===== config.mk =====
export PLATFORM = sky130hd
export DESIGN_NAME = wake_event_hub
export DESIGN_NICKNAME = d
export VERILOG_FILES = /design/src/rtl/wake_pkg.sv /design/src/rtl/wake_sync.sv /design/src/rtl/wake_dpath.sv /design/src/rtl/wake_ctrl.sv /design/src/rtl/wake_event_hub.sv
export SDC_FILE = /design/constraint.sdc
export NUM_CORES = 1
export LEC_CHECK = 0
export BUFFER_PORTS_ARGS = -buffer_cell sky130_fd_sc_hd__buf_2
export CORE_MARGIN = 5
export CORE_UTILIZATION = 41
export DETAILED_ROUTE_END_ITERATION = 16
export HOLD_SLACK_MARGIN = 0.06
export SETUP_SLACK_MARGIN = 0.02
export SYNTH_ARGS = -nofsm -noshare
export SYNTH_HDL_FRONTEND = slang
export SYNTH_SLANG_ARGS = --single-unit

===== constraint.sdc =====
create_clock -name clk -period 4.4 [get_ports clk]
set_input_delay 0 -clock clk [delete_from_list [all_inputs] [get_ports clk]]
set_output_delay 0 -clock clk [all_outputs]
set_load 0.02 [all_outputs]

===== src/rtl/wake_pkg.sv =====
package wake_pkg;
  localparam int DW = 16;
  localparam int AW = 4;

  // status A bit positions
  localparam int B_RING0 = 0;
  localparam int B_RING1 = 1;
  localparam int B_KBD   = 2;
  localparam int B_MSE   = 3;
  localparam int B_KEY   = 4;
  localparam int B_BTN   = 5;
  localparam int B_OVR   = 6;
  localparam int B_AGG   = 7;
  localparam int B_RTC   = 8;
  localparam int B_FAN   = 9;
  localparam int B_POR   = 10;

  localparam logic [AW-1:0] A_STSA   = 4'd0;
  localparam logic [AW-1:0] A_STSG   = 4'd1;
  localparam logic [AW-1:0] A_PMEEN  = 4'd2;
  localparam logic [AW-1:0] A_OUTEN  = 4'd3;
  localparam logic [AW-1:0] A_EDGE   = 4'd4;
  localparam logic [AW-1:0] A_CTRL   = 4'd5;

  localparam logic [DW-1:0] STSA_MASK  = 16'h07FF;
  localparam logic [DW-1:0] OUTEN_MASK = STSA_MASK & ~(16'h0001 << B_OVR);

  // strobes from control to datapath
  typedef struct packed {
    logic clrA;
    logic clrG;
    logic wrPmeEn;
    logic wrOutEn;
    logic wrEdge;
    logic wrCtrl;
    logic porClr;
    logic porSet;
    logic ovrSet;
  } ctlStrb_t;

  function automatic logic [DW-1:0] pmeEnMask(input int ng);
    logic [DW-1:0] m;
    m = '0;
    m[4:0] = '1;
    for (int i = 0; i < ng; i++) m[8+i] = 1'b1;
    return m;
  endfunction
endpackage


===== src/rtl/wake_sync.sv =====
module wake_sync #(
  parameter int W = 1,
  parameter logic [W-1:0] INIT = '0
) (
  input  logic         clk,
  input  logic         rstN,
  input  logic [W-1:0] din,
  output logic [W-1:0] cur,
  output logic [W-1:0] prev
);
  logic [W-1:0] meta;

  always_ff @(posedge clk or negedge rstN) begin
    if (!rstN) begin
      meta <= INIT;
      cur  <= INIT;
      prev <= INIT;
    end else begin
      meta <= din;
      cur  <= meta;
      prev <= cur;
    end
  end
endmodule


===== src/rtl/wake_dpath.sv =====
module wake_dpath
  import wake_pkg::*;
#(
  parameter int NGPIO = 8,
  parameter int NSMI  = 8
) (
  input  logic             clk,
  input  logic             rstN,
  input  logic [1:0]       ringN,
  input  logic             kbdData,
  input  logic             mouseData,
  input  logic [NGPIO-1:0] gpioIn,
  input  logic             keyMatch,
  input  logic             rtcAlarm,
  input  logic             fanEvent,
  input  logic             pwrBtnN,
  input  logic [NSMI-1:0]  smiSrc,
  input  logic [AW-1:0]    regAddr,
  input  logic [DW-1:0]    regWData,
  input  ctlStrb_t         strb,
  input  logic             supplyOn,
  output logic [DW-1:0]    regRData,
  output logic [DW-1:0]    stsA,
  output logic [DW-1:0]    pmeEn,
  output logic [DW-1:0]    outEn,
  output logic             btnFall,
  output logic             btnLow,
  output logic             pmeCond,
  output logic             legacyHit,
  output logic             acpiMode,
  output logic             porWakeEn,
  output logic             forceOff,
  output logic             ovrSts
);
  localparam int NLINE = 5;
  localparam logic [DW-1:0] PMEEN_MASK = pmeEnMask(NGPIO);

  logic [NLINE-1:0] lnCur, lnPrev, lnFall;
  logic [NGPIO-1:0] gCur, gPrev, gpioHit;
  logic [NGPIO-1:0] stsG, edgeSel, setG, clrG;
  logic [NSMI-1:0]  smiEn;
  logic [4:0]       srcRaw;
  logic [DW-1:0]    setA, clrA;

  // index 0,1 ring; 2 kbd; 3 mouse; 4 button (all idle high)
  wake_sync #(.W(NLINE), .INIT({NLINE{1'b1}})) uLineSync (
    .clk(clk), .rstN(rstN),
    .din({pwrBtnN, mouseData, kbdData, ringN}),
    .cur(lnCur), .prev(lnPrev)
  );

  wake_sync #(.W(NGPIO), .INIT({NGPIO{1'b0}})) uGpioSync (
    .clk(clk), .rstN(rstN), .din(gpioIn), .cur(gCur), .prev(gPrev)
  );

  assign lnFall  = lnPrev & ~lnCur;
  assign btnFall = lnFall[4];
  assign btnLow  = ~lnCur[4];
  assign srcRaw  = {keyMatch, lnFall[3:0]};
  assign ovrSts  = stsA[B_OVR];

  for (genvar i = 0; i < NGPIO; i++) begin : gEdge
    assign gpioHit[i] = edgeSel[i] ? (gCur[i] & ~gPrev[i]) : (gPrev[i] & ~gCur[i]);
  end

  always_comb begin
    setA = '0;
    setA[4:0]   = srcRaw & {5{~ovrSts}};
    setA[B_BTN] = btnFall;
    setA[B_OVR] = strb.ovrSet;
    setA[B_AGG] = ~ovrSts & ((|(srcRaw & pmeEn[4:0])) | (|(gpioHit & pmeEn[8 +: NGPIO])));
    setA[B_RTC] = rtcAlarm & ~ovrSts;
    setA[B_FAN] = fanEvent & ~ovrSts;
    clrA = strb.clrA ? regWData : '0;
    setG = gpioHit & {NGPIO{~ovrSts}};
    clrG = strb.clrG ? regWData[NGPIO-1:0] : '0;
  end

  // status: cleared by standby reset, set wins over write-one-to-clear
  always_ff @(posedge clk or negedge rstN) begin
    if (!rstN) begin
      stsA <= '0;
      stsG <= '0;
    end else if (strb.porClr) begin
      stsA <= strb.porSet ? (DW'(1) << B_POR) : '0;
      stsG <= '0;
    end else begin
      stsA <= ((stsA & ~clrA) | setA) & STSA_MASK;
      stsG <= (stsG & ~clrG) | setG;
    end
  end

  // configuration: retained across standby reset, cold reset only
  always_ff @(posedge clk or negedge rstN) begin
    if (!rstN) begin
      pmeEn     <= '0;
      outEn     <= '0;
      edgeSel   <= '0;
      acpiMode  <= 1'b0;
      porWakeEn <= 1'b0;
      forceOff  <= 1'b0;
      smiEn     <= '0;
    end else begin
      if (strb.wrPmeEn) pmeEn   <= regWData & PMEEN_MASK;
      if (strb.wrOutEn) outEn   <= regWData & OUTEN_MASK;
      if (strb.wrEdge)  edgeSel <= regWData[NGPIO-1:0];
      if (strb.wrCtrl) begin
        acpiMode  <= regWData[0];
        porWakeEn <= regWData[1];
        forceOff  <= regWData[2];
        smiEn     <= regWData[8 +: NSMI];
      end
    end
  end

  assign pmeCond   = |(stsA & outEn);
  assign legacyHit = |(smiSrc & smiEn);

  always_comb begin
    regRData = '0;
    case (regAddr)
      A_STSA:  regRData = stsA;
      A_STSG:  regRData[NGPIO-1:0] = stsG;
      A_PMEEN: regRData = pmeEn;
      A_OUTEN: regRData = outEn;
      A_EDGE:  regRData[NGPIO-1:0] = edgeSel;
      A_CTRL: begin
        regRData[0] = acpiMode;
        regRData[1] = porWakeEn;
        regRData[2] = forceOff;
        regRData[4] = supplyOn;
        regRData[8 +: NSMI] = smiEn;
      end
      default: regRData = '0;
    endcase
  end
endmodule


===== src/rtl/wake_ctrl.sv =====
module wake_ctrl
  import wake_pkg::*;
#(
  parameter int OVR_HOLD = 64
) (
  input  logic          clk,
  input  logic          rstN,
  input  logic          regWrEn,
  input  logic [AW-1:0] regAddr,
  input  logic          goBit,
  input  logic          porEvent,
  input  logic          btnFall,
  input  logic          btnLow,
  input  logic          pmeCond,
  input  logic          legacyHit,
  input  logic          acpiMode,
  input  logic          porWakeEn,
  input  logic          forceOff,
  input  logic          ovrSts,
  output ctlStrb_t      strb,
  output logic          supplyOn,
  output logic          smiOut,
  output logic          sciOut,
  output logic          pmeN
);
  localparam int CW = $clog2(OVR_HOLD + 1);
  localparam logic [CW-1:0] HOLD_LAST = CW'(OVR_HOLD - 1);

  logic [CW-1:0] holdCnt;
  logic          trip, goOff, porWake, onNext;

  assign trip    = supplyOn & btnLow & (holdCnt == HOLD_LAST);
  assign goOff   = regWrEn & (regAddr == A_CTRL) & goBit;
  // supplyOn is retained through the standby reset and reflects the pre-loss state
  assign porWake = porWakeEn | (supplyOn & ~forceOff);

  always_comb begin
    strb.clrA    = regWrEn & (regAddr == A_STSA);
    strb.clrG    = regWrEn & (regAddr == A_STSG);
    strb.wrPmeEn = regWrEn & (regAddr == A_PMEEN);
    strb.wrOutEn = regWrEn & (regAddr == A_OUTEN);
    strb.wrEdge  = regWrEn & (regAddr == A_EDGE);
    strb.wrCtrl  = regWrEn & (regAddr == A_CTRL);
    strb.porClr  = porEvent;
    strb.porSet  = porEvent & porWake;
    strb.ovrSet  = trip & ~porEvent;
  end

  always_comb begin
    if (porEvent)      onNext = porWake;
    else if (supplyOn) onNext = ~(trip | goOff);
    else               onNext = btnFall | (~ovrSts & pmeCond);
  end

  always_ff @(posedge clk or negedge rstN) begin
    if (!rstN) begin
      supplyOn <= 1'b0;
      holdCnt  <= '0;
      smiOut   <= 1'b0;
      sciOut   <= 1'b0;
      pmeN     <= 1'b1;
    end else begin
      supplyOn <= onNext;
      if (porEvent | ~supplyOn | ~btnLow | trip) holdCnt <= '0;
      else                                       holdCnt <= holdCnt + 1'b1;
      smiOut <= (~acpiMode & pmeCond) | legacyHit;
      sciOut <= acpiMode & pmeCond;
      pmeN   <= ~pmeCond;
    end
  end
endmodule


===== src/rtl/wake_event_hub.sv =====
module wake_event_hub
  import wake_pkg::*;
#(
  parameter int NGPIO    = 8,
  parameter int NSMI     = 8,
  parameter int OVR_HOLD = 64
) (
  input  logic             clk,
  input  logic             coldRstN,
  input  logic             porEvent,
  input  logic [1:0]       ringN,
  input  logic             kbdData,
  input  logic             mouseData,
  input  logic [NGPIO-1:0] gpioIn,
  input  logic             keyMatch,
  input  logic             rtcAlarm,
  input  logic             fanEvent,
  input  logic             pwrBtnN,
  input  logic [NSMI-1:0]  smiSrc,
  input  logic             regWrEn,
  input  logic [3:0]       regAddr,
  input  logic [15:0]      regWData,
  output logic [15:0]      regRData,
  output logic             smiOut,
  output logic             sciOut,
  output logic             pmeN,
  output logic             psOnN
);
  ctlStrb_t      strb;
  logic [DW-1:0] stsA, pmeEn, outEn;
  logic          btnFall, btnLow, pmeCond, legacyHit;
  logic          acpiMode, porWakeEn, forceOff, ovrSts, supplyOn;

  wake_dpath #(.NGPIO(NGPIO), .NSMI(NSMI)) uDpath (
    .clk(clk), .rstN(coldRstN),
    .ringN(ringN), .kbdData(kbdData), .mouseData(mouseData), .gpioIn(gpioIn),
    .keyMatch(keyMatch), .rtcAlarm(rtcAlarm), .fanEvent(fanEvent),
    .pwrBtnN(pwrBtnN), .smiSrc(smiSrc),
    .regAddr(regAddr), .regWData(regWData), .strb(strb), .supplyOn(supplyOn),
    .regRData(regRData), .stsA(stsA), .pmeEn(pmeEn), .outEn(outEn),
    .btnFall(btnFall), .btnLow(btnLow), .pmeCond(pmeCond), .legacyHit(legacyHit),
    .acpiMode(acpiMode), .porWakeEn(porWakeEn), .forceOff(forceOff), .ovrSts(ovrSts)
  );

  wake_ctrl #(.OVR_HOLD(OVR_HOLD)) uCtrl (
    .clk(clk), .rstN(coldRstN),
    .regWrEn(regWrEn), .regAddr(regAddr), .goBit(regWData[3]),
    .porEvent(porEvent), .btnFall(btnFall), .btnLow(btnLow),
    .pmeCond(pmeCond), .legacyHit(legacyHit), .acpiMode(acpiMode),
    .porWakeEn(porWakeEn), .forceOff(forceOff), .ovrSts(ovrSts),
    .strb(strb), .supplyOn(supplyOn),
    .smiOut(smiOut), .sciOut(sciOut), .pmeN(pmeN)
  );

  assign psOnN = ~supplyOn;
endmodule


**Word-level counts from Yosys, hierarchy flattened**

Index checks and enable logic that the tools add are counted.

- Bits in registers: 116
- Output and inout bits: 20
- Bits of input ports: 48

- Equality and inequality tests: 6
- Reductions and logical operators: 5
- Multiplexer cells: 21
- Bitwise operators: 80
- Add/subtract/negate cells: 1

Operators by type and width:

| kind | number |
|---|---|
| AND 1 bit | 34 |
| AND 8 bit | 4 |
| one-hot mux 8 bit (4 select lines) | 1 |
| NOT 1 bit | 24 |
| two-way mux 11 bit | 2 |
| one-hot mux 3 bit (6 select lines) | 1 |
| AND 16 x 11 -> 16 bit | 1 |
| two-way mux 16 bit | 1 |
| two-way mux 8 bit | 2 |
| OR reduction 16 bit | 1 |
| OR reduction 8 bit | 2 |
| AND 5 bit | 3 |
| one-hot mux 3 bit (4 select lines) | 1 |
| AND 11 bit | 1 |
| NOT 11 bit | 1 |
| bitwise OR 11 x 10 -> 11 bit | 1 |
| two-way mux 1 bit | 10 |
| == test 4 x 2 -> 1 bit, second input constant | 2 |
| == test 4 x 3 -> 1 bit, second input constant | 2 |
| NOT 8 bit | 1 |
| bitwise OR 1 bit | 8 |
| bitwise OR 8 bit | 1 |
| adder 7 x 1 -> 7 bit, second input constant | 1 |
| == test 7 x 6 -> 1 bit, second input constant | 1 |
| other kinds (7) | 7 |

**Logic depth before layout (Yosys ltp)**

- Word-level depth: 9
- Mapped depth: 5
- Gate-level depth less buffers: 5

**Modules after synthesis**

A second synthesis with hierarchy kept.

- Cell total of the unflattened synthesis: 430
- Area, all modules: 4944.7 sq um

By module, submodules not included:

| module | cells an instance | area an instance (sq um) | times used | sequential area each (sq um) |
|---|---|---|---|---|
| wake_dpath | 330 | 3367.0 | 1 | 1526.5 |
| wake_sync (uDpath.uGpioSync) | 24 | 600.6 | 1 | 600.6 |
| wake_ctrl | 60 | 579.3 | 1 | 276.5 |
| wake_sync (uDpath.uLineSync) | 15 | 394.1 | 1 | 394.1 |
| wake_event_hub | 1 | 3.8 | 1 | 0.0 |

**Worst setup path before layout**

No wires, ideal clock.

- Kind: flip-flop to flip-flop
- From: reg uDpath.uGpioSync.cur[3]
- To: reg uDpath.stsA[7]
- Clock period less this slack: 1.395 ns
- Path slack: 3.005 ns
- Arrival: 1.295 ns
- Path buffers: 0
- Setup time: 0.099 ns
- Cell stages (with the launch flop): 5
- Cell sequence: dfrtp_1 > or3b_2 > a21boi_0 > nor4_1 > a311oi_1

- Longest elaborated chain between the ends: 9
- Elaborated cells between the ends (all ways): 10
- Classes of those cells: 2 x mux; 7 x bitwise; 1 x reduce/logical

RTL lines:

| item | RTL line | source |
|---|---|---|
| start, declared | wake_sync.sv:8 | `output logic [W-1:0] cur,` |
| start signal, assigned | wake_sync.sv:20 | `cur <= meta;` |
| NOT 1 bit | wake_dpath.sv:63 | `assign gpioHit[i] = edgeSel[i] ? (gCur[i] & ~gPrev[i]) : (gPrev[i] & ~gCur[i]);` |
| AND 1 bit | wake_dpath.sv:63 |  |
| two-way mux 1 bit * | wake_dpath.sv:63 |  |
| AND 8 bit * | wake_dpath.sv:71 | `setA[B_AGG] = ~ovrSts & ((\|(srcRaw & pmeEn[4:0])) \| (\|(gpioHit & pmeEn[8 +: NGPIO])));` |
| OR reduction 8 bit * | wake_dpath.sv:71 |  |
| bitwise OR 1 bit * | wake_dpath.sv:71 |  |
| AND 1 bit * | wake_dpath.sv:71 |  |
| bitwise OR 11 x 10 -> 11 bit * | wake_dpath.sv:88 | `stsA <= ((stsA & ~clrA) \| setA) & STSA_MASK;` |
| two-way mux 16 bit * | wake_dpath.sv:84 | `end else if (strb.porClr) begin` |
| end signal, assigned | wake_dpath.sv:85 | `stsA <= strb.porSet ? (DW'(1) << B_POR) : '0;` |
| end signal, assigned | wake_dpath.sv:88 |  |
| end, declared | wake_dpath.sv:23 | `output logic [DW-1:0] stsA,` |

Every way passes the cells marked *; elsewhere a longest branch is shown, timed or not.
A chain may end at the register's enable or synchronous reset.

**Worst setup path after layout**

- From: reg uDpath.smiEn[1]
- To: reg uCtrl.smiOut

- Longest elaborated chain between the ends: 3

RTL lines:

| item | RTL line | source |
|---|---|---|
| start, declared | wake_dpath.sv:41 | `logic [NSMI-1:0] smiEn;` |
| start signal, assigned | wake_dpath.sv:111 | `smiEn <= regWData[8 +: NSMI];` |
| AND 8 bit | wake_dpath.sv:117 | `assign legacyHit = \|(smiSrc & smiEn);` |
| OR reduction 8 bit | wake_dpath.sv:117 |  |
| bitwise OR 1 bit | wake_ctrl.sv:66 | `smiOut <= (~acpiMode & pmeCond) \| legacyHit;` |
| end signal, assigned | wake_ctrl.sv:66 |  |
| end, declared | wake_ctrl.sv:22 | `output logic smiOut,` |

No other way between the ends.

==> metrics.md <==
| Metric | Value |
|---|---|
| Initial antenna violation count | `0` |
| Synth Area in Simple Gates | `between 10% and 20%` |
| Vias | `3439` |
| First-pass GRT wire length | `roughly 19000 um` |
| Die area | `0.0137 mm^2` |
| Die Y | `~120 um` |
| RSZ-0062 raised after global routing | `no` |
| Critical Path RT | `4630 ps` |
| Maximum root-to-sink buffer count | `2` |
| First DRT Iteration DRCs | `between 200 and 300` |
| Cell area after synthesis | `roughly 0.0047 mm^2` |
| Worst slew pin tran | `between 1000 and 1500 ps` |
| Warnings from Yosys | `0` |
| Vias per inst | `about 5.5` |
| Post-synth ARST share | `100%` |
| Number of synthesized flops with an enable pin | `0` |
| GP Congestion | `0.806` |
| Pwr dens | `between 400 and 500 mW/mm^2` |
| Total gr overflow | `0` |
| Fin worst setup slack | `2170 ps` |
| FMAX | `0.449 GHz` |
| Fin Setup TNS | `0 ps` |
| Critical path type | `flop to flop` |
| Root buf cell | `clkbuf_16` |
| Post-Synth Adder-Cell Area | `less than 1%` |
| Xor and xnor area share after synthesis | `0.748%` |
| WL final | `11500 um` |
| Top Ports | `slightly below 70` |
| Most common cell after layout, fill and taps aside | `dfrtp_1` |
| Initial DRT Pass Iterations | `5` |
| Avg Inst Size Synth | `about 12 um^2` |
| Chip Width | `117 um` |
| DR WL/cell | `18.4 um` |
| Max stage delay on crit path | `between 500 and 600 ps` |
| Max Fanout on Critical Path | `3` |
| CP Launch Type | `flop` |
| Sequence of cells on the critical path | `a22o_1 > a221oi_1 > dlygate4sd3_1 > o2111ai_1 > dlygate4sd3_1` |
| Comb pwr share | `approximately 15%` |
| CP dominant cell by count | `dlygate4sd3_1` |
| Vias in the first global route | `approximately 3400` |
| Initial Utilization | `between 40 and 50%` |
| Seq pwr share | `between 50% and 60%` |
| Total power | `0.00246 W` |
| Worst skew pair latency | `350 ps` |
| Max-slew violation count | `0` |
| #FFs+latches synth | `about 110` |
| CTS tree | `done` |
| Residual DRC count | `0` |
| Layout Nets | `526` |
| Synth cell types | `44` |
| Post-Syn Nets | `~430` |
| # fillers | `roughly 1000` |
| Layout overhead on the synthesized area | `24.1%` |
| Core box area | `0.0113 mm^2` |
| Clock power share | `approximately a third` |
| Largest net degree at the start of global routing | `72` |
| Final Setup Violations | `0` |
| Worst EP arrival | `about 2500 ps` |
| Static Leakage | `between 2 and 3 nW` |
| Final period utilization | `between 50% and 60%` |
| Final hold vios | `0` |
| GR Util All Layers | `between 15 and 20%` |
| Post-Syn Instances | `roughly 380` |
| Num rows | `39` |
| VDD IR max | `between 0.00015 and 0.0002 V` |
| Pint | `0.00181 W` |
| Slew HR | `30.6%` |
| DP Wirelength | `7860 um` |
| Layout cells sized above 1 | `29.3%` |
| Compound-Gate Fraction of Synth Area | `10.8%` |
| CP Capture Type | `flop` |
| Synth Flop Type | `dfrtp_1` |
| Port Buffers | `67` |
| Slowest cell on crit path | `dlygate4sd3_1` |
| Register clock-pin slew on the reported worst setup and hold paths | `roughly 70 ps` |
| Setup repair bufs after CTS | `0` |
| Highest-count cells in the layout ignoring fill and taps | `dfrtp_1, buf_2, dlygate4sd3_1, mux2_2, nand3_1` |
| CTS Buf Count | `9` |
| Place WS | `2410 ps` |
| Max Cap Violations | `0` |
| Cts repair resizes | `0` |
| H-tree depth | `3` |
| Hold_ws | `~100 ps` |
| HP Class | `input port to flop` |
| Area post-placement | `around 0.0052 mm^2` |
| Status | `finished, final reports clean` |
| Switch Pwr | `between 0.0006 and 0.0007 W` |
| Post-synthesis sequential area ratio | `about three fifths` |
| Layout Cell Area excl Fill | `slightly below 0.006 mm^2` |
| Sw Share | `around a quarter` |
| Post-synthesis mux area share | `about a tenth` |
| Post-route ant nets | `0` |
| Largest family of logic cells by synthesized area | `simple AND/OR/NAND/NOR gates` |
| Skew final | `approximately 9.0 ps` |
| Tmin final | `~2200 ps` |
| Diodes inserted | `0` |
| Sink Count | `111` |
-- worst paths after layout --
path                                          startpoint                       end  slack [ps]  depth (start not counted)
worst max-delay path                     uDpath.smiEn[1]              uCtrl.smiOut        2170                          5
min in group asynchronous                       coldRstN  uDpath.uGpioSync.meta[2]         320                          2
worst min register to register  uDpath.uGpioSync.meta[6]   uDpath.uGpioSync.cur[6]         340                          0
worst min-delay path                            porEvent            uDpath.stsA[5]         100                          2
max in group asynchronous                       coldRstN              uCtrl.smiOut        2990                          3
worst max register to register           uDpath.smiEn[1]              uCtrl.smiOut        2170                          5
-- logic make-up (layout without fill, tap and decap cells) --
family          Yosys count  in the layout
buf+inv                  20            126
xor+xnor                  4              4
fa+ha+maj                 1              1
flops                   111            111
compound gates           71             71
simple gates            127            127
mux                      42             42
-- cell type report --
type / count / area, um^2 / area share, %
Sequential cell: 111 / 2800 / 48.1
Multi-Input combinational cell: 245 / 1810 / 31.1
Timing Repair Buffer: 105 / 713 / 12.3
Clock buffer: 13 / 250 / 4.31
Tap cell: 143 / 179 / 3.08
Clock inverter: 3 / 42.5 / 0.732
Inverter: 5 / 18.8 / 0.323
-- critical path, delay by kind of cell, from the launching register on --
kind | cells | cell delay (ps)
flops | 1 | 420
compound gates | 3 | 520
buf+inv | 2 | 1170
-- synthesized netlist by cell type, types with 3 or more instances --
| cell type | instances | area (um^2) |
|---|---|---|
| a222oi_1 | 6 | 60.1 |
| nand4_1 | 3 | 18.8 |
| mux2_1 | 10 | 113 |
| nor4b_4 | 3 | 71.3 |
| o21ai_0 | 5 | 25.0 |
| a22oi_1 | 17 | 128 |
| nor3b_1 | 7 | 52.6 |
| or3b_2 | 4 | 35.0 |
| clkbuf_1 | 9 | 33.8 |
| nand4b_1 | 3 | 26.3 |
| or4bb_1 | 3 | 33.8 |
| mux2_2 | 32 | 360 |
| nor2_1 | 24 | 90.1 |
| nand3b_1 | 8 | 60.1 |
| dfstp_2 | 16 | 420 |
| a22o_1 | 8 | 70.1 |
| nand3_1 | 29 | 145 |
| dfrtp_1 | 95 | 2380 |
| buf_2 | 5 | 25.0 |
| o21bai_1 | 3 | 22.5 |
| and3b_1 | 4 | 35.0 |
| nor2b_1 | 5 | 31.3 |
| a21oi_1 | 21 | 105 |
| inv_1 | 5 | 18.8 |
| nand2_1 | 22 | 82.6 |
| a221oi_1 | 3 | 26.3 |
-- metal layers --
| layer | share of wire, % | track usage (%) |
|---|---|---|
| met4 | 1.8 | 5.96 |
| met1 | 47 | 26.4 |
| met3 | 5.3 | 3.91 |
| met5 | 0 | 0 |
| met2 | 45 | 27.0 |
-- registers in the layout, summed over array words and instances, names as in the netlist, 7 cells and up --
name,count
uDpath.uGpioSync.prev,8
uDpath.stsG,8
uDpath.smiEn,8
uDpath.pmeEn,13
uCtrl.holdCnt,7
uDpath.outEn,10
uDpath.edgeSel,8
uDpath.uGpioSync.meta,8
uDpath.uGpioSync.cur,8
uDpath.stsA,11
-- metrics by stage --
stage | instances | util, %
after global placement | 573 | 45.6
after global routing | 625 | 51.3
final | 625 | 51.3
after CTS | 625 | 51.3
after floorplan | 376 | -
after detailed placement | 573 | 45.6
-- timing repair --
action                                  CTS  global route
endpoints found under the setup margin    0             0
hold endpoints to repair                126             0
hold buffers                             36             0
-- power by group through the flow --
stage	combinational [W]	clock, W	sequential (W)
after global routing	0.000400	0.000881	0.00131
after detailed placement	0.000333	0	0.00131
final	0.000360	0.000814	0.00129
after floorplan	0.000206	0	0.00127
after global placement	0.000326	0	0.00130
after CTS	0.000365	0.000833	0.00129
No activity file was read; power rests on OpenSTA's default activity.
